===== src/rtl/dcl_pkg.sv =====
// Shared encodings for the directory coherence line controller.
// Assumes 3-bit opcodes on every channel.
package dcl_pkg;
    typedef enum logic [2:0] {
        LN_NONC = 3'd0,
        LN_EXCL = 3'd1,
        LN_SHRD = 3'd2,
        LN_PFWD = 3'd3,
        LN_PINV = 3'd4
    } line_st_e;

    localparam logic [2:0] RQ_RD   = 3'd0;
    localparam logic [2:0] RQ_RDX  = 3'd1;
    localparam logic [2:0] RQ_UPG  = 3'd2;

    localparam logic [2:0] EV_SUP  = 3'd0;
    localparam logic [2:0] EV_DROP = 3'd1;
    localparam logic [2:0] EV_WBK  = 3'd2;
    localparam logic [2:0] EV_IACK = 3'd3;

    localparam logic [2:0] RS_RSH  = 3'd0;
    localparam logic [2:0] RS_REX  = 3'd1;
    localparam logic [2:0] RS_FWD  = 3'd2;
    localparam logic [2:0] RS_GNT  = 3'd3;
    localparam logic [2:0] RS_INV  = 3'd4;
    localparam logic [2:0] RS_WCMP = 3'd5;
endpackage


===== src/rtl/dcl_in_arb.sv =====
// Input arbiter: the event channel (network 2) always wins over requests.
// Assumes can_take already folds in output-slot and invalidate-burst state.
module dcl_in_arb (
    input  logic rq_valid,
    input  logic ev_valid,
    input  logic rq_blocked,
    input  logic can_take,
    output logic rq_ready,
    output logic ev_ready,
    output logic sel_ev,
    output logic fire
);
    // Grant logic: events first, requests only to settled lines.
    always_comb begin
        ev_ready = can_take;
        rq_ready = can_take && !ev_valid && !rq_blocked;
        sel_ev   = ev_valid;
        fire     = (ev_valid && ev_ready) || (rq_valid && rq_ready);
    end
endmodule


===== src/rtl/dcl_xition.sv =====
// Coherence transition function for one line: given the current entry
// and one message, computes the next entry, an optional outgoing message,
// an invalidate burst request and the unexpected-message flag.
// Purely combinational; assumes the caller applies results only on fire.
module dcl_xition
    import dcl_pkg::*;
#(
    parameter int NCACHE = 4,
    parameter int SRC_W  = 2,
    parameter int CNT_W  = 3,
    parameter int TAG_W  = 6,
    parameter int TID_W  = 4
) (
    input  logic              is_ev,
    input  logic [2:0]        op,
    input  logic [TAG_W-1:0]  tag,
    input  logic [SRC_W-1:0]  src,
    input  logic [TID_W-1:0]  tid,
    input  line_st_e          cur_st,
    input  logic [TAG_W-1:0]  cur_tag,
    input  logic [NCACHE-1:0] cur_sv,
    input  logic [CNT_W-1:0]  cur_cnt,
    input  logic [SRC_W-1:0]  cur_psrc,
    input  logic [TID_W-1:0]  cur_ptid,
    output line_st_e          nxt_st,
    output logic [TAG_W-1:0]  nxt_tag,
    output logic [NCACHE-1:0] nxt_sv,
    output logic [CNT_W-1:0]  nxt_cnt,
    output logic [SRC_W-1:0]  nxt_psrc,
    output logic [TID_W-1:0]  nxt_ptid,
    output logic              emit,
    output logic [2:0]        emit_op,
    output logic [SRC_W-1:0]  emit_dst,
    output logic [TID_W-1:0]  emit_tid,
    output logic              inv_start,
    output logic [NCACHE-1:0] inv_mask,
    output logic              bad
);
    logic [NCACHE-1:0] src_bit, psrc_bit, others;
    logic [SRC_W-1:0]  owner;
    logic [CNT_W-1:0]  others_cnt;
    logic              tag_ok;

    // Derived views of the entry: owner id, other sharers and their count.
    always_comb begin
        src_bit  = NCACHE'(1) << src;
        psrc_bit = NCACHE'(1) << cur_psrc;
        others   = cur_sv & ~src_bit;
        tag_ok   = (cur_st == LN_NONC) || (cur_tag == tag);
        owner    = '0;
        for (int k = NCACHE - 1; k >= 0; k--) begin
            if (cur_sv[k]) owner = SRC_W'(k);
        end
        others_cnt = '0;
        for (int k = 0; k < NCACHE; k++) begin
            others_cnt = others_cnt + CNT_W'(others[k]);
        end
    end

    // Protocol table: one case per channel and opcode, anything else is bad.
    always_comb begin
        nxt_st    = cur_st;
        nxt_tag   = cur_tag;
        nxt_sv    = cur_sv;
        nxt_cnt   = cur_cnt;
        nxt_psrc  = cur_psrc;
        nxt_ptid  = cur_ptid;
        emit      = 1'b0;
        emit_op   = RS_RSH;
        emit_dst  = src;
        emit_tid  = tid;
        inv_start = 1'b0;
        inv_mask  = '0;
        bad       = 1'b0;
        if (!tag_ok) begin
            bad = 1'b1;
        end else if (!is_ev) begin
            case (op)
                RQ_RD: begin
                    if (cur_st == LN_NONC || cur_st == LN_SHRD) begin
                        nxt_st  = LN_SHRD;
                        nxt_tag = tag;
                        nxt_sv  = (cur_st == LN_NONC) ? src_bit : (cur_sv | src_bit);
                        emit    = 1'b1;
                        emit_op = RS_RSH;
                    end else if (cur_st == LN_EXCL && owner != src) begin
                        nxt_st   = LN_PFWD;
                        nxt_psrc = src;
                        nxt_ptid = tid;
                        emit     = 1'b1;
                        emit_op  = RS_FWD;
                        emit_dst = owner;
                    end else begin
                        bad = 1'b1;
                    end
                end
                RQ_RDX, RQ_UPG: begin
                    if (op == RQ_RDX && cur_st == LN_NONC) begin
                        nxt_st  = LN_EXCL;
                        nxt_tag = tag;
                        nxt_sv  = src_bit;
                        emit    = 1'b1;
                        emit_op = RS_REX;
                    end else if (cur_st == LN_SHRD &&
                                 (op == RQ_RDX || (cur_sv & src_bit) != '0)) begin
                        nxt_sv = src_bit;
                        if (others == '0) begin
                            nxt_st  = LN_EXCL;
                            emit    = 1'b1;
                            emit_op = (op == RQ_UPG) ? RS_GNT : RS_REX;
                        end else begin
                            nxt_st    = LN_PINV;
                            nxt_cnt   = others_cnt;
                            nxt_psrc  = src;
                            nxt_ptid  = tid;
                            inv_start = 1'b1;
                            inv_mask  = others;
                        end
                    end else begin
                        bad = 1'b1;
                    end
                end
                default: bad = 1'b1;
            endcase
        end else begin
            case (op)
                EV_SUP: begin
                    if (cur_st == LN_PFWD && cur_sv == src_bit) begin
                        nxt_st   = LN_SHRD;
                        nxt_sv   = cur_sv | psrc_bit;
                        emit     = 1'b1;
                        emit_op  = RS_RSH;
                        emit_dst = cur_psrc;
                        emit_tid = cur_ptid;
                    end else begin
                        bad = 1'b1;
                    end
                end
                EV_DROP: begin
                    if (cur_st == LN_SHRD && (cur_sv & src_bit) != '0) begin
                        nxt_sv = others;
                        if (others == '0) nxt_st = LN_NONC;
                    end else if (cur_st == LN_EXCL && cur_sv == src_bit) begin
                        nxt_sv = '0;
                        nxt_st = LN_NONC;
                    end else begin
                        bad = 1'b1;
                    end
                end
                EV_WBK: begin
                    if (cur_st == LN_EXCL && cur_sv == src_bit) begin
                        nxt_sv = '0;
                        nxt_st = LN_NONC;
                    end else begin
                        bad = 1'b1;
                    end
                end
                EV_IACK: begin
                    if (cur_st == LN_PINV && cur_cnt != '0) begin
                        nxt_cnt = cur_cnt - CNT_W'(1);
                        if (cur_cnt == CNT_W'(1)) begin
                            nxt_st   = LN_EXCL;
                            emit     = 1'b1;
                            emit_op  = RS_WCMP;
                            emit_dst = cur_psrc;
                            emit_tid = cur_ptid;
                        end
                    end else begin
                        bad = 1'b1;
                    end
                end
                default: bad = 1'b1;
            endcase
        end
    end
endmodule


===== src/rtl/dcl_inv_seq.sv =====
// Invalidate burst sequencer: holds the target mask, address and id of
// one write and hands out one invalidate per accepted output slot,
// lowest cache id first. Assumes start never arrives while busy.
module dcl_inv_seq #(
    parameter int NCACHE = 4,
    parameter int SRC_W  = 2,
    parameter int ADDR_W = 8,
    parameter int TID_W  = 4
) (
    input  logic              clk,
    input  logic              rst_n,
    input  logic              start,
    input  logic [NCACHE-1:0] mask_in,
    input  logic [ADDR_W-1:0] addr_in,
    input  logic [TID_W-1:0]  tid_in,
    input  logic              take,
    output logic              busy,
    output logic [SRC_W-1:0]  dst,
    output logic [ADDR_W-1:0] addr,
    output logic [TID_W-1:0]  tid
);
    logic [NCACHE-1:0] mask_q;

    // Pick the lowest remaining target.
    always_comb begin
        busy = |mask_q;
        dst  = '0;
        for (int k = NCACHE - 1; k >= 0; k--) begin
            if (mask_q[k]) dst = SRC_W'(k);
        end
    end

    // Load a new burst or retire the target just sent.
    always_ff @(posedge clk) begin
        if (!rst_n) begin
            mask_q <= '0;
            addr   <= '0;
            tid    <= '0;
        end else if (start) begin
            mask_q <= mask_in;
            addr   <= addr_in;
            tid    <= tid_in;
        end else if (take) begin
            mask_q <= mask_q & ~(NCACHE'(1) << dst);
        end
    end
endmodule


===== src/rtl/dcl_coh_ctrl.sv =====
// Directory coherence line controller top. Holds NLINES direct-mapped
// directory entries, arbitrates the request and event channels, applies
// one message per cycle through the transition function and drives a
// single registered output slot. Assumes NLINES is a power of two >= 2
// and that line data lives elsewhere.
module dcl_coh_ctrl
    import dcl_pkg::*;
#(
    parameter int NLINES = 4,
    parameter int ADDR_W = 8,
    parameter int TID_W  = 4,
    parameter int NCACHE = 4
) (
    input  logic                       clk,
    input  logic                       rst_n,
    input  logic                       rq_valid,
    output logic                       rq_ready,
    input  logic [2:0]                 rq_op,
    input  logic [ADDR_W-1:0]          rq_addr,
    input  logic [$clog2(NCACHE)-1:0]  rq_src,
    input  logic [TID_W-1:0]           rq_tid,
    input  logic                       ev_valid,
    output logic                       ev_ready,
    input  logic [2:0]                 ev_op,
    input  logic [ADDR_W-1:0]          ev_addr,
    input  logic [$clog2(NCACHE)-1:0]  ev_src,
    output logic                       rs_valid,
    input  logic                       rs_ready,
    output logic [2:0]                 rs_op,
    output logic [ADDR_W-1:0]          rs_addr,
    output logic [$clog2(NCACHE)-1:0]  rs_dst,
    output logic [TID_W-1:0]           rs_tid,
    output logic                       proto_err
);
    localparam int SRC_W = $clog2(NCACHE);
    localparam int CNT_W = $clog2(NCACHE + 1);
    localparam int IDX_W = $clog2(NLINES);
    localparam int TAG_W = ADDR_W - IDX_W;

    line_st_e          st_a   [NLINES];
    logic [TAG_W-1:0]  tag_a  [NLINES];
    logic [NCACHE-1:0] sv_a   [NLINES];
    logic [CNT_W-1:0]  cnt_a  [NLINES];
    logic [SRC_W-1:0]  psrc_a [NLINES];
    logic [TID_W-1:0]  ptid_a [NLINES];

    logic              sel_ev, fire, rq_blocked, can_take, out_free;
    logic              seq_busy, seq_take;
    logic [SRC_W-1:0]  seq_dst;
    logic [ADDR_W-1:0] seq_addr;
    logic [TID_W-1:0]  seq_tid;
    logic [IDX_W-1:0]  rq_idx, m_idx;
    logic [ADDR_W-1:0] m_addr;
    logic [2:0]        m_op;
    logic [SRC_W-1:0]  m_src;
    logic [TID_W-1:0]  m_tid;

    line_st_e          nxt_st;
    logic [TAG_W-1:0]  nxt_tag;
    logic [NCACHE-1:0] nxt_sv, inv_mask;
    logic [CNT_W-1:0]  nxt_cnt;
    logic [SRC_W-1:0]  nxt_psrc, emit_dst;
    logic [TID_W-1:0]  nxt_ptid, emit_tid;
    logic              emit, inv_start, bad;
    logic [2:0]        emit_op;

    // Message selection and line lookup.
    always_comb begin
        out_free   = !rs_valid || rs_ready;
        can_take   = !seq_busy && out_free;
        seq_take   = seq_busy && out_free;
        rq_idx     = rq_addr[IDX_W-1:0];
        rq_blocked = (st_a[rq_idx] == LN_PFWD) || (st_a[rq_idx] == LN_PINV);
        m_addr     = sel_ev ? ev_addr : rq_addr;
        m_op       = sel_ev ? ev_op   : rq_op;
        m_src      = sel_ev ? ev_src  : rq_src;
        m_tid      = sel_ev ? '0      : rq_tid;
        m_idx      = m_addr[IDX_W-1:0];
    end

    dcl_in_arb u_arb (
        .rq_valid   (rq_valid),
        .ev_valid   (ev_valid),
        .rq_blocked (rq_blocked),
        .can_take   (can_take),
        .rq_ready   (rq_ready),
        .ev_ready   (ev_ready),
        .sel_ev     (sel_ev),
        .fire       (fire)
    );

    dcl_xition #(
        .NCACHE (NCACHE), .SRC_W (SRC_W), .CNT_W (CNT_W),
        .TAG_W  (TAG_W),  .TID_W (TID_W)
    ) u_xition (
        .is_ev     (sel_ev),
        .op        (m_op),
        .tag       (m_addr[ADDR_W-1:IDX_W]),
        .src       (m_src),
        .tid       (m_tid),
        .cur_st    (st_a[m_idx]),
        .cur_tag   (tag_a[m_idx]),
        .cur_sv    (sv_a[m_idx]),
        .cur_cnt   (cnt_a[m_idx]),
        .cur_psrc  (psrc_a[m_idx]),
        .cur_ptid  (ptid_a[m_idx]),
        .nxt_st    (nxt_st),
        .nxt_tag   (nxt_tag),
        .nxt_sv    (nxt_sv),
        .nxt_cnt   (nxt_cnt),
        .nxt_psrc  (nxt_psrc),
        .nxt_ptid  (nxt_ptid),
        .emit      (emit),
        .emit_op   (emit_op),
        .emit_dst  (emit_dst),
        .emit_tid  (emit_tid),
        .inv_start (inv_start),
        .inv_mask  (inv_mask),
        .bad       (bad)
    );

    dcl_inv_seq #(
        .NCACHE (NCACHE), .SRC_W (SRC_W), .ADDR_W (ADDR_W), .TID_W (TID_W)
    ) u_seq (
        .clk     (clk),
        .rst_n   (rst_n),
        .start   (fire && inv_start),
        .mask_in (inv_mask),
        .addr_in (m_addr),
        .tid_in  (m_tid),
        .take    (seq_take),
        .busy    (seq_busy),
        .dst     (seq_dst),
        .addr    (seq_addr),
        .tid     (seq_tid)
    );

    // One register set per tracked line.
    for (genvar gi = 0; gi < NLINES; gi++) begin : g_line
        line_st_e          st_q;
        logic [TAG_W-1:0]  tag_q;
        logic [NCACHE-1:0] sv_q;
        logic [CNT_W-1:0]  cnt_q;
        logic [SRC_W-1:0]  psrc_q;
        logic [TID_W-1:0]  ptid_q;
        logic              hit;

        assign hit = fire && (m_idx == IDX_W'(gi));

        // Entry update when the selected message targets this line.
        always_ff @(posedge clk) begin
            if (!rst_n) begin
                st_q   <= LN_NONC;
                tag_q  <= '0;
                sv_q   <= '0;
                cnt_q  <= '0;
                psrc_q <= '0;
                ptid_q <= '0;
            end else if (hit) begin
                st_q   <= nxt_st;
                tag_q  <= nxt_tag;
                sv_q   <= nxt_sv;
                cnt_q  <= nxt_cnt;
                psrc_q <= nxt_psrc;
                ptid_q <= nxt_ptid;
            end
        end

        assign st_a[gi]   = st_q;
        assign tag_a[gi]  = tag_q;
        assign sv_a[gi]   = sv_q;
        assign cnt_a[gi]  = cnt_q;
        assign psrc_a[gi] = psrc_q;
        assign ptid_a[gi] = ptid_q;
    end

    // Output slot: invalidate burst first, then transition output.
    always_ff @(posedge clk) begin
        if (!rst_n) begin
            rs_valid <= 1'b0;
            rs_op    <= RS_RSH;
            rs_addr  <= '0;
            rs_dst   <= '0;
            rs_tid   <= '0;
        end else if (seq_take) begin
            rs_valid <= 1'b1;
            rs_op    <= RS_INV;
            rs_addr  <= seq_addr;
            rs_dst   <= seq_dst;
            rs_tid   <= seq_tid;
        end else if (fire && emit) begin
            rs_valid <= 1'b1;
            rs_op    <= emit_op;
            rs_addr  <= m_addr;
            rs_dst   <= emit_dst;
            rs_tid   <= emit_tid;
        end else if (rs_ready) begin
            rs_valid <= 1'b0;
        end
    end

    // Sticky unexpected-message flag.
    always_ff @(posedge clk) begin
        if (!rst_n)          proto_err <= 1'b0;
        else if (fire && bad) proto_err <= 1'b1;
    end
endmodule


===== config.mk =====
export PLATFORM = sky130hd
export DESIGN_NAME = dcl_coh_ctrl
export DESIGN_NICKNAME = d
export VERILOG_FILES = /design/src/rtl/dcl_pkg.sv /design/src/rtl/dcl_in_arb.sv /design/src/rtl/dcl_xition.sv /design/src/rtl/dcl_inv_seq.sv /design/src/rtl/dcl_coh_ctrl.sv
export SDC_FILE = /design/constraint.sdc
export NUM_CORES = 1
export LEC_CHECK = 0
export BUFFER_PORTS_ARGS = -buffer_cell sky130_fd_sc_hd__buf_2
export CAP_MARGIN = 5
export CORE_MARGIN = 5
export CORE_UTILIZATION = 55
export CTS_CLUSTER_SIZE = 16
export DETAILED_ROUTE_END_ITERATION = 8
export PLACE_DENSITY = 0.74
export SYNTH_ARGS = -nofsm -noshare
export SYNTH_HDL_FRONTEND = slang
export SYNTH_HIERARCHICAL = 1
export SYNTH_SLANG_ARGS = --single-unit

===== constraint.sdc =====
create_clock -name clk -period 5.8 [get_ports clk]
set_input_delay 1.16 -clock clk [delete_from_list [all_inputs] [get_ports clk]]
set_output_delay 1.16 -clock clk [all_outputs]
set_load 0.01 [all_outputs]

* Word-level counts from Yosys, hierarchy flattened
Index checks and enable logic that the tools add are counted. W data, S select, Z words.
Word-level totals: input port bits 35, output and inout port bits 21, flip-flop bits (word level) 123, logic and storage cells 275
Operators by class: $lt $le $gt $ge 2, reduce and logical (&&, ||, !) cells 42, muxes and demuxes 164, equality and inequality tests 16, add/sub/neg operators 4, shift-type cells 3, bitwise operators 10
Operators with widths (number):
- $mux W4 | 36
- $mux W3 | 39
- $mux W2 | 30
- $mux W6 | 6
- $mux W1 | 29
- $mux W8 | 3
- $pmux W4 S2 | 3
- $logic_and A1 B1 Y1 | 20
- $bmux W3 S2 | 3
- $bmux W4 S2 | 2
- $eq A3 B2 Y1 const B | 5
- $and A4 B4 Y4 | 3
- $bmux W6 S2 | 1
- $pmux W3 S2 | 2
- $pmux W3 S4 | 1
- $pmux W4 S3 | 1
- $pmux W6 S2 | 1
- $shl A1 B2 Y4 const A | 3
- $eq A3 B1 Y1 const B | 3
- $not A4 Y4 | 2
- $or A4 B4 Y4 | 2
- $pmux W2 S2 | 2
- $add A3 B1 Y3 | 2
- $eq A3 B3 Y1 const B | 2
- 23 further kinds | 40

* Depth between registers and ports, before layout
Gate-level depths: netlist (run 1).
depth in word-level cells 19, depth in mapped cells 22, gate-level depth less buffers 17

* Modules after synthesis
The synthesis (run 1) kept the hierarchy.
Modules (own cells, without submodules):
- dcl_coh_ctrl | cells an instance 577, seq. area each 2142.1 µm², times used 1, area an instance 5059.9 µm²
- dcl_xition | cells an instance 250, seq. area each 0.0 µm², times used 1, area an instance 1776.7 µm²
- dcl_inv_seq | cells an instance 65, seq. area each 320.3 µm², times used 1, area an instance 673.1 µm²
- dcl_in_arb | cells an instance 5, seq. area each 0.0 µm², times used 1, area an instance 36.3 µm²

* Worst setup path before layout (run 1)
OpenSTA, ideal clock, no wires.
path type input to register, start input ev_valid, end register rs_addr[2], data arrival time 5.009 ns, setup slack 0.720 ns, library setup time 0.071 ns, buffers on the path 5, required time 5.729 ns, stages 20, path through buf_4 -> buf_6 -> mux2i_4 -> buf_2 -> nand2_1 -> and3_1 -> a31oi_1 -> clkbuf_1 -> inv_1 -> ha_1 -> nor4_1 -> and4b_1 -> a22oi_1 -> nor2_2 -> or3_1 -> and2_1 -> buf_2 -> nor2_1 -> or3_1 -> a21oi_1
On the way: cells in the longest elaborated chain, start to end 18, elaborated cells on any way between the ends 71, those cells by class 11 x eq/ne; 1 x shift; 33 x mux; 4 x bitwise; 22 x reduce/logical
RTL lines:
- from (decl) | RTL line dcl_coh_ctrl.sv:22 | input logic ev_valid,
- $mux W8 | RTL line dcl_coh_ctrl.sv:74 | m_addr = sel_ev ? ev_addr : rq_addr;
- $not A2 Y3 (not written as such)
- $bmux W4 S2 | RTL line dcl_coh_ctrl.sv:103 | .cur_sv (sv_a[m_idx]),
- $mux W4 (not written as such) (2 in series) | RTL line dcl_coh_ctrl.sv:103
- $mux W2 (4 in series) | RTL line dcl_xition.sv:52 | if (cur_sv[k]) owner = SRC_W'(k);
- $ne A2 B2 Y1 | RTL line dcl_xition.sv:86 | end else if (cur_st == LN_EXCL && owner != src) begin
- $logic_and A1 B1 Y1 | RTL line dcl_xition.sv:86
- $mux W1 | RTL line dcl_xition.sv:86
- $mux W1 | RTL line dcl_xition.sv:80 | if (cur_st == LN_NONC || cur_st == LN_SHRD) begin
- $pmux W1 S2 | RTL line dcl_xition.sv:78 | case (op)
- $mux W1 | RTL line dcl_xition.sv:77 | end else if (!is_ev) begin
- $mux W1 * | RTL line dcl_xition.sv:75 | if (!tag_ok) begin
- net emit | RTL line dcl_coh_ctrl.sv:64 | logic emit, inv_start, bad;
- $logic_and A1 B1 Y1 * | RTL line dcl_coh_ctrl.sv:191 | end else if (fire && emit) begin
- $reduce_bool A2 Y1 (no line) *
- to (signal assigned) | RTL line dcl_coh_ctrl.sv:188 | rs_addr <= seq_addr;
- to (signal assigned) | RTL line dcl_coh_ctrl.sv:194 | rs_addr <= m_addr;
- to (decl) | RTL line dcl_coh_ctrl.sv:30 | output logic [ADDR_W-1:0] rs_addr,
The timed path passes the listed nets; every way through them passes the cells marked *. The select of a mux whose other input is x is not followed. A chain may end at the register's enable or synchronous reset.

* Worst setup path after layout (run 1)
start input ev_valid, end register rs_tid[2]
On the way: cells in the longest elaborated chain, start to end 18, elaborated cells on any way between the ends 81, those cells by class 11 x eq/ne; 1 x shift; 43 x mux; 4 x bitwise; 22 x reduce/logical
RTL lines:
- $mux W8 | RTL line dcl_coh_ctrl.sv:74
- $not A2 Y3 (not written as such)
- $bmux W4 S2 | RTL line dcl_coh_ctrl.sv:103
- $mux W4 (not written as such) (2 in series) | RTL line dcl_coh_ctrl.sv:103
- $mux W2 (4 in series) | RTL line dcl_xition.sv:52
- $ne A2 B2 Y1 | RTL line dcl_xition.sv:86
- $logic_and A1 B1 Y1 | RTL line dcl_xition.sv:86
- $mux W1 | RTL line dcl_xition.sv:86
- $mux W1 | RTL line dcl_xition.sv:80
- $pmux W1 S2 | RTL line dcl_xition.sv:78
- $mux W1 | RTL line dcl_xition.sv:77
- $mux W1 * | RTL line dcl_xition.sv:75
- net emit | RTL line dcl_coh_ctrl.sv:64
- $logic_and A1 B1 Y1 * | RTL line dcl_coh_ctrl.sv:191
- $reduce_bool A2 Y1 (no line) *
- to (signal assigned) | RTL line dcl_coh_ctrl.sv:190 | rs_tid <= seq_tid;
- to (signal assigned) | RTL line dcl_coh_ctrl.sv:196 | rs_tid <= emit_tid;
- to (decl) | RTL line dcl_coh_ctrl.sv:32 | output logic [TID_W-1:0] rs_tid,
Marked as above.

==> metrics, run 1 <==
DR vias/cell 6.044; top cell type's share of synthesized area 0.3263; Post-synth EDFFs 0; # Max-Cap Violations 0; WL per Instance 18.44 um; DIE HEIGHT 127.1 um; Seq pwr share 0.367; Yosys warnings 6; P_sw 0.6848 mW; Worst Max-Slew Pin Slew 1.098 ns; final period utilization 0.8625; setup_tns 0 ns; H-tree depth 4; slowest CP cell a31oi_1; Rows 42; largest net degree at the start of global routing 75; Fin. Hold Viols 0; via count 6,781; Clock transition at path regs 0.06 ns; largest cells by area after synthesis dfxtp_1 33%, mux2i_1 13%, nand2_1 7.2%, nor2_1 5.2%, nor2b_1 3.0%; CP Cell Sequence buf_2 > mux2i_4 > nand2_1 > and3_1 > a31oi_1 > inv_1 > ha_1 > nor4_1 > buf_4 > and4b_1 > a22oi_1 > nor2_2 > or3_1 > and2_1 > buf_4 > nand2_1 > a311oi_1; vias in the first global route 6,444; leak pwr 3.664 nW; Clock Latency Late Sink 0.42 ns; Fin Clk Skew 0.01148 ns; GPL Wtd Cong 0.9502; cts hold-fix bufs 0; final WL 20,690 um; ys async rst share 0; Syn Nets 948; total core area 13,350 um^2; syn avg cell area 8.412 um^2; ANT nets after route 0; setup repair bufs after CTS 0; # diodes 0; Most used DFF post-synth dfxtp_1; family with the most delay on the worst path simple AND/OR/NAND/NOR gates; Gate power share 0.190; Critical Path Fanout Max 17; sequential fraction of the synthesis area 0.3263; share of post-route cells with drive strength above 1 0.1670; Detail Placement HPWL 14,040 um; Rel. slew slack 0.2651; WP buf/inv 4; Num CTS Buffers 17; global-route wire length before repair 33,780 um; Pre-antenna DRT Iters 6; Hold Path Class register to register; initial core utilization 0.5653; Internal 1.748 mW; synth unique cells 76; DRC 0; port bufs 55; Critical Path RT 6.11 ns; Clock Sinks 123; flops & latches, synth 123; CP arrival 5.32 ns; CP peak stage delay 0.58 ns; fmax 0.1999 GHz; PD cells 287.2 nW/um^2; Layout Nets 984; CTS max path bufs 2; P&R area growth vs syn 12.25%; switching part of the total power 0.2814; GRT Total Usage 0.2578; Worst setup EP type register; total power 2.433 mW; DIE AREA 16,160 um^2; Slew Viols, Final 0; DRT iter0 DRCs 838; worst setup path category input port to register; RSZ-0062 raised after global routing false; post-cts sizing count 0; clk root buf clkbuf_16; Synth Instances 897; Die Wd 127.1 um; GRT overflow 0; CTS tree built; worst hold slack 0.4540 ns; Yosys top cell by area dfxtp_1; initial antenna violation count 0; setup violators final 0; Boundary Pins 56; fillers 1,134; CP startpoint kind input port; Peak VDD IR 0.2418 mV; status finished, final reports clean; minimum clock period after layout 5.002 ns; Syn Std Cell Area 7546 um^2; clock power share 0.443
==> worst min-delay path: stages, from the launching register on <==
cell	delay, ns
dfxtp_1	0.31
nand2_1	0.05
a21oi_1	0.05
==> cell usage after synthesis (all sizes together), types with 15 or more instances <==
master / count
a31oi: 24
nor2b: 37
inv: 15
nor2: 106
mux2: 20
a21oi: 30
clkbuf: 21
mux2i: 103
buf: 42
dfxtp: 123
o21ai: 23
and3: 27
ha: 15
nand2: 145
==> path summary, 6_finish.rpt <==
path                                  start                       to  slack [ns]  cells past startpoint
max                                ev_valid   rs_tid[2]$_SDFFE_PN0P_        0.80                     17
min              u_seq/addr[2]$_SDFFE_PN0P_  rs_addr[2]$_SDFFE_PN0P_        0.45                      2
max reg2reg  g_line[3].sv_q[0]$_SDFFE_PN0P_   rs_tid[2]$_SDFFE_PN0P_        2.01                     15
min reg2reg      u_seq/addr[2]$_SDFFE_PN0P_  rs_addr[2]$_SDFFE_PN0P_        0.45                      2
==> metrics by stage <==
| stage | instance area [um^2] | setup WS, ns | instances | utilization |
|---|---|---|---|---|
| floorplan | 7546 | 0.7200 | 897 | - |
| global placement | 7866 | 0.5302 | 1090 | 0.5893 |
| detailed placement | 7866 | 0.4243 | 1090 | 0.5893 |
| CTS | 8471 | 0.8449 | 1122 | 0.6346 |
| global route | 8471 | 0.5160 | 1122 | 0.6346 |
| finish | 8471 | 0.7978 | 1122 | 0.6346 |
==> cell usage in the layout (no fill, tap or decap), types with 12 or more instances in the layout <==
cell       synthesis  layout
nor2b_1           36      36
ha_1              15      15
dfxtp_1          123     123
and3_1            27      27
mux2_2            14      14
buf_2             24      55
a21oi_1           29      29
clkbuf_16          0      17
a31oi_1           24      24
nand2_1          144     144
buf_4              7      24
nand2b_1          12      12
mux2i_1          101     101
inv_1             13      13
nor2_1           105     105
==> state kept, by name, summed over array words and instances (netlist names), 8 cells and up <==
signal and count:
g_line.cnt_q 12, g_line.psrc_q 8, g_line.ptid_q 16, g_line.st_q 12, g_line.sv_q 16, g_line.tag_q 24, rs_addr 8, u_seq/addr 8
==> power groups by stage <==
stage,combinational [mW],sequential (mW),clock (mW)
finish,0.463,0.892,1.08
global route,0.498,0.895,1.13
CTS,0.453,0.892,1.09
detailed placement,0.448,0.909,0
global placement,0.446,0.909,0
floorplan,0.335,0.906,0
==> metal layers <==
| layer | up-vias | global-route usage | wire length (um) |
|---|---|---|---|
| met4 | 0 | 0.08959 | 484 |
| met2 | 279 | 0.3948 | 9296 |
| li1 | 3209 | - | - |
| met3 | 46 | 0.06052 | 1547 |
| met1 | 3247 | 0.3574 | 9361 |
| met5 | - | 0 | 0 |
==> kinds of logic (layout without fill, tap and decap cells) <==
| family | count (synthesis) | count (layout) | share of synthesized area |
|---|---|---|---|
| and+or+nand+nor | 409 | 409 | 0.2723 |
| AOI/OAI and AO/OA | 137 | 137 | 0.1287 |
| muxes | 127 | 127 | 0.1806 |
| DFF | 123 | 123 | 0.3263 |
| buffers and inverters | 79 | 128 | 0.05770 |
| adders and majority gates | 16 | 16 | 0.02752 |
| xor gates and xnor gates | 6 | 6 | 0.006964 |
==> final cells by class <==
| class | instances | area, um^2 | share of cell area |
|---|---|---|---|
| clock buffer | 21 | 460.4 | 0.05436 |
| clock inverter | 11 | 143.9 | 0.01699 |
| inverter | 16 | 60.06 | 0.007090 |
| multi-input combinational | 695 | 4648 | 0.5487 |
| sequential | 123 | 2462 | 0.2907 |
| tap | 176 | 220.2 | 0.02600 |
| timing repair buffer | 80 | 475.5 | 0.05613 |
Note: power is estimated with default switching activity, not from simulation.
==> run 2: changes to the inputs <==
--- a/config.mk
+++ b/config.mk
@@ -6,13 +6,12 @@
 export NUM_CORES = 1
 export LEC_CHECK = 0
 export BUFFER_PORTS_ARGS = -buffer_cell sky130_fd_sc_hd__buf_2
-export CAP_MARGIN = 5
-export CORE_MARGIN = 5
+export CAP_MARGIN = 0
+export CORE_MARGIN = 1
 export CORE_UTILIZATION = 55
 export CTS_CLUSTER_SIZE = 16
 export DETAILED_ROUTE_END_ITERATION = 8
 export PLACE_DENSITY = 0.74
 export SYNTH_ARGS = -nofsm -noshare
 export SYNTH_HDL_FRONTEND = slang
-export SYNTH_HIERARCHICAL = 1
 export SYNTH_SLANG_ARGS = --single-unit
==> metrics, run 2 <==
worst setup margin 1.047 ns (+0.2491 ns); PD cells 293.9 nW/um^2 (+2.3%); max reg flops 24 (unchanged); WL per Instance 21.91 um (+19%); Fin. Hold Viols 0 (unchanged); design area 8036 um^2 (-5.1%); DR vias/cell 6.702 (+11%); H-tree depth 4 (unchanged); DRC 0 (unchanged); CP peak stage delay 0.51 ns (-0.07 ns); Syn Std Cell Area 7063 um^2 (-6.4%); Rel. slew slack 0.2381 (-0.02696); top cell type's share of synthesized area 0.3486 (+0.02231); sequential fraction of the synthesis area 0.3486 (+0.02231); GPL Wtd Cong 1.017 (+7.0%); Pre-antenna DRT Iters 6 (unchanged); Die Wd 115.3 um (-9.3%); most frequent cells in the layout 123 x dfxtp_1, 84 x a21oi_1, 79 x o21ai_0; slowest CP cell or4_1; Num CTS Buffers 17 (unchanged); Critical Path Fanout Max 30 (+13); GRT overflow 0 (unchanged); largest cells by area after synthesis dfxtp_1 35%, mux4_2 7.0%, a21oi_1 6.0%, o21ai_0 5.6%, nand3_1 4.5%; Boundary Pins 56 (unchanged); global-route wire length before repair 35,260 um (+4.4%); Critical Path RT 6.08 ns (-0.03 ns); CTS tree built; switching part of the total power 0.3097 (+0.02824); largest net degree at the start of global routing 71 (-5.3%); multi-input logic area 4247 um^2 (-8.6%); total core area 12,570 um^2 (-5.8%); P_sw 0.7315 mW (+6.8%); most common cell after layout, fill and taps aside dfxtp_1; family with the most delay on the worst path compound AO/OA/AOI/OAI gates; clk root buf clkbuf_16; Place WS 0.6846 ns (+0.2603 ns); CP startpoint kind input port; Clock Latency Late Sink 0.43 ns (about the same); final WL 22,900 um (+11%); Met2 Routed Length 10,480 um (+13%); synth unique cells 76 (unchanged); Cell Area, Placed 7461 um^2 (-5.2%); worst setup path category input port to register; syn avg cell area 8.561 um^2 (+1.8%); WP buf/inv 3 (-1); Layout Nets 913 (-7.2%); # diodes 0 (unchanged); port bufs 55 (unchanged); initial antenna violation count 0 (unchanged); register name with the most flops g_line.tag_q; fillers 1,060 (-6.5%); initial core utilization 0.5620 (-0.003364); P&R area growth vs syn 13.78%; Clock Sinks 123 (unchanged); status finished, final reports clean; share of post-route cells with drive strength above 1 0.1775 (+0.01053); cts hold-fix bufs 0 (unchanged); flops & latches, synth 123 (unchanged); FF/Latch Area 2462 um^2 (unchanged); fmax 0.2104 GHz (+5.2%); Slew Viols, Final 0 (unchanged); metal3 WL 2161 um (+40%); # Max-Cap Violations 0 (unchanged); RSZ-0062 raised after global routing false; GRT Total Usage 0.3523 (+0.09453); CP arrival 5.04 ns (-0.28 ns); Yosys top cell by area dfxtp_1; most common cell in the synthesized netlist dfxtp_1; Internal 1.631 mW (-6.7%); commonest cells in the netlist 123 x dfxtp_1, 84 x a21oi_1, 79 x o21ai_0; ys async rst share 0 (unchanged); via count 7,004 (+3.3%); vias in the first global route 6,403 (-0.64%); DIE HEIGHT 115.3 um (-9.3%); DIE AREA 13,300 um^2 (-18%); total power 2.362 mW (-2.9%); Seq pwr share 0.385 (+0.018); Syn Nets 878 (-7.4%); DRT iter0 DRCs 951 (+13%); CTS max path bufs 2 (unchanged); minimum clock period after layout 4.753 ns (-0.2491 ns); final period utilization 0.8195 (-0.04296); worst reg-to-reg setup slack 2.08 ns (+0.07 ns); Post-synth EDFFs 0 (unchanged); setup repair bufs after CTS 0 (unchanged); Clock transition at path regs 0.06 ns (about the same); Hold Path Class register to register; Most used DFF post-synth dfxtp_1; Synth Instances 825 (-8.0%); setup violators final 0 (unchanged); Rows 41 (-2.4%); Worst setup EP type register; WL met1 9560 um (+2.1%); clock power share 0.443 (about the same); setup_tns 0 ns (unchanged); Fin Clk Skew 0.008059 ns (-0.003425 ns); leak pwr 3.065 nW (-16%); Peak VDD IR 0.1960 mV (-19%); top sig layer met4; post-cts sizing count 0 (unchanged); most frequent CP cell buf_4; top flop regs g_line.tag_q x24, g_line.ptid_q x16, g_line.sv_q x16; ANT nets after route 0 (unchanged); Gate power share 0.172 (-0.018); Worst Max-Slew Pin Slew 1.137 ns (+0.03841 ns); CP Cell Sequence buf_2 > buf_4 > mux2i_2 > mux4_2 > ha_1 > or4_1 > a41oi_1 > buf_4 > o2bb2ai_1 > a21boi_0 > a2111oi_0 > nand3_1 > a21oi_1 > a211oi_1; Detail Placement HPWL 16,090 um (+15%); Yosys warnings 0 (-6)
==> run 2: stage by stage <==
stage                     std cells  hold slack (ns)    util
after global placement         1013           0.4440  0.5936
after floorplan                 825           0.4354       -
final                          1045           0.4643  0.6394
after detailed placement       1013           0.4553  0.5936
after global routing           1045           0.4902  0.6394
after CTS                      1045           0.4657  0.6394
==> run 2: worst paths after layout <==
check / cells after the start / to / startpoint
min: 2 / g_line[0].tag_q[2]$_SDFFE_PN0P_ / g_line[0].tag_q[2]$_SDFFE_PN0P_
min reg2reg: 2 / g_line[0].tag_q[2]$_SDFFE_PN0P_ / g_line[0].tag_q[2]$_SDFFE_PN0P_
max reg2reg: 10 / g_line[3].sv_q[0]$_SDFFE_PN0P_ / u_seq.mask_q[0]$_SDFFE_PN0P_
max: 14 / g_line[0].st_q[0]$_SDFFE_PN0P_ / ev_valid
==> run 2: power by group through the flow <==
stage / registers, mW / logic (mW) / clock network, mW
floorplan: 0.923 / 0.269 / 0
global placement: 0.924 / 0.388 / 0
detailed placement: 0.926 / 0.393 / 0
CTS: 0.909 / 0.395 / 1.05
global route: 0.914 / 0.432 / 1.09
finish: 0.910 / 0.406 / 1.05
==> run 2: metal layers <==
| metal | up-vias | track usage |
|---|---|---|
| li1 | 3173 | - |
| met1 | 3357 | 0.4738 |
| met2 | 408 | 0.5549 |
| met3 | 66 | 0.06853 |
| met4 | 0 | 0.1437 |
| met5 | - | 0 |
==> run 2: cells by family (layout without fill, tap and decap cells) <==
logic type | after synthesis | in the layout | synth area share
muxes | 50 | 50 | 0.1127
xor gates and xnor gates | 9 | 9 | 0.01116
and+or+nand+nor | 257 | 257 | 0.1855
AOI/OAI and AO/OA | 280 | 280 | 0.2547
buffers and inverters | 88 | 136 | 0.05438
adders and majority gates | 18 | 18 | 0.03295
DFF | 123 | 123 | 0.3486
==> run 2: area by class of cell <==
type | instances | area share
multi-input cells | 614 | 0.5284
flip-flops and latches | 123 | 0.3064
clock buffers | 18 | 0.05465
repair buffers | 75 | 0.05325
well taps | 172 | 0.02678
clock inverters | 14 | 0.01697
inverters | 29 | 0.01355
==> run 2: worst reg2reg max path, cell delays in order (launching register included) <==
cell,delay (ns)
dfxtp_1,0.34
or4_1,0.62
nor2_1,0.30
nand3_1,0.18
nor2_1,0.12
a21oi_1,0.10
buf_4,0.22
nor3_2,0.86
nand2_1,0.45
o32a_1,0.39
o21ai_0,0.07
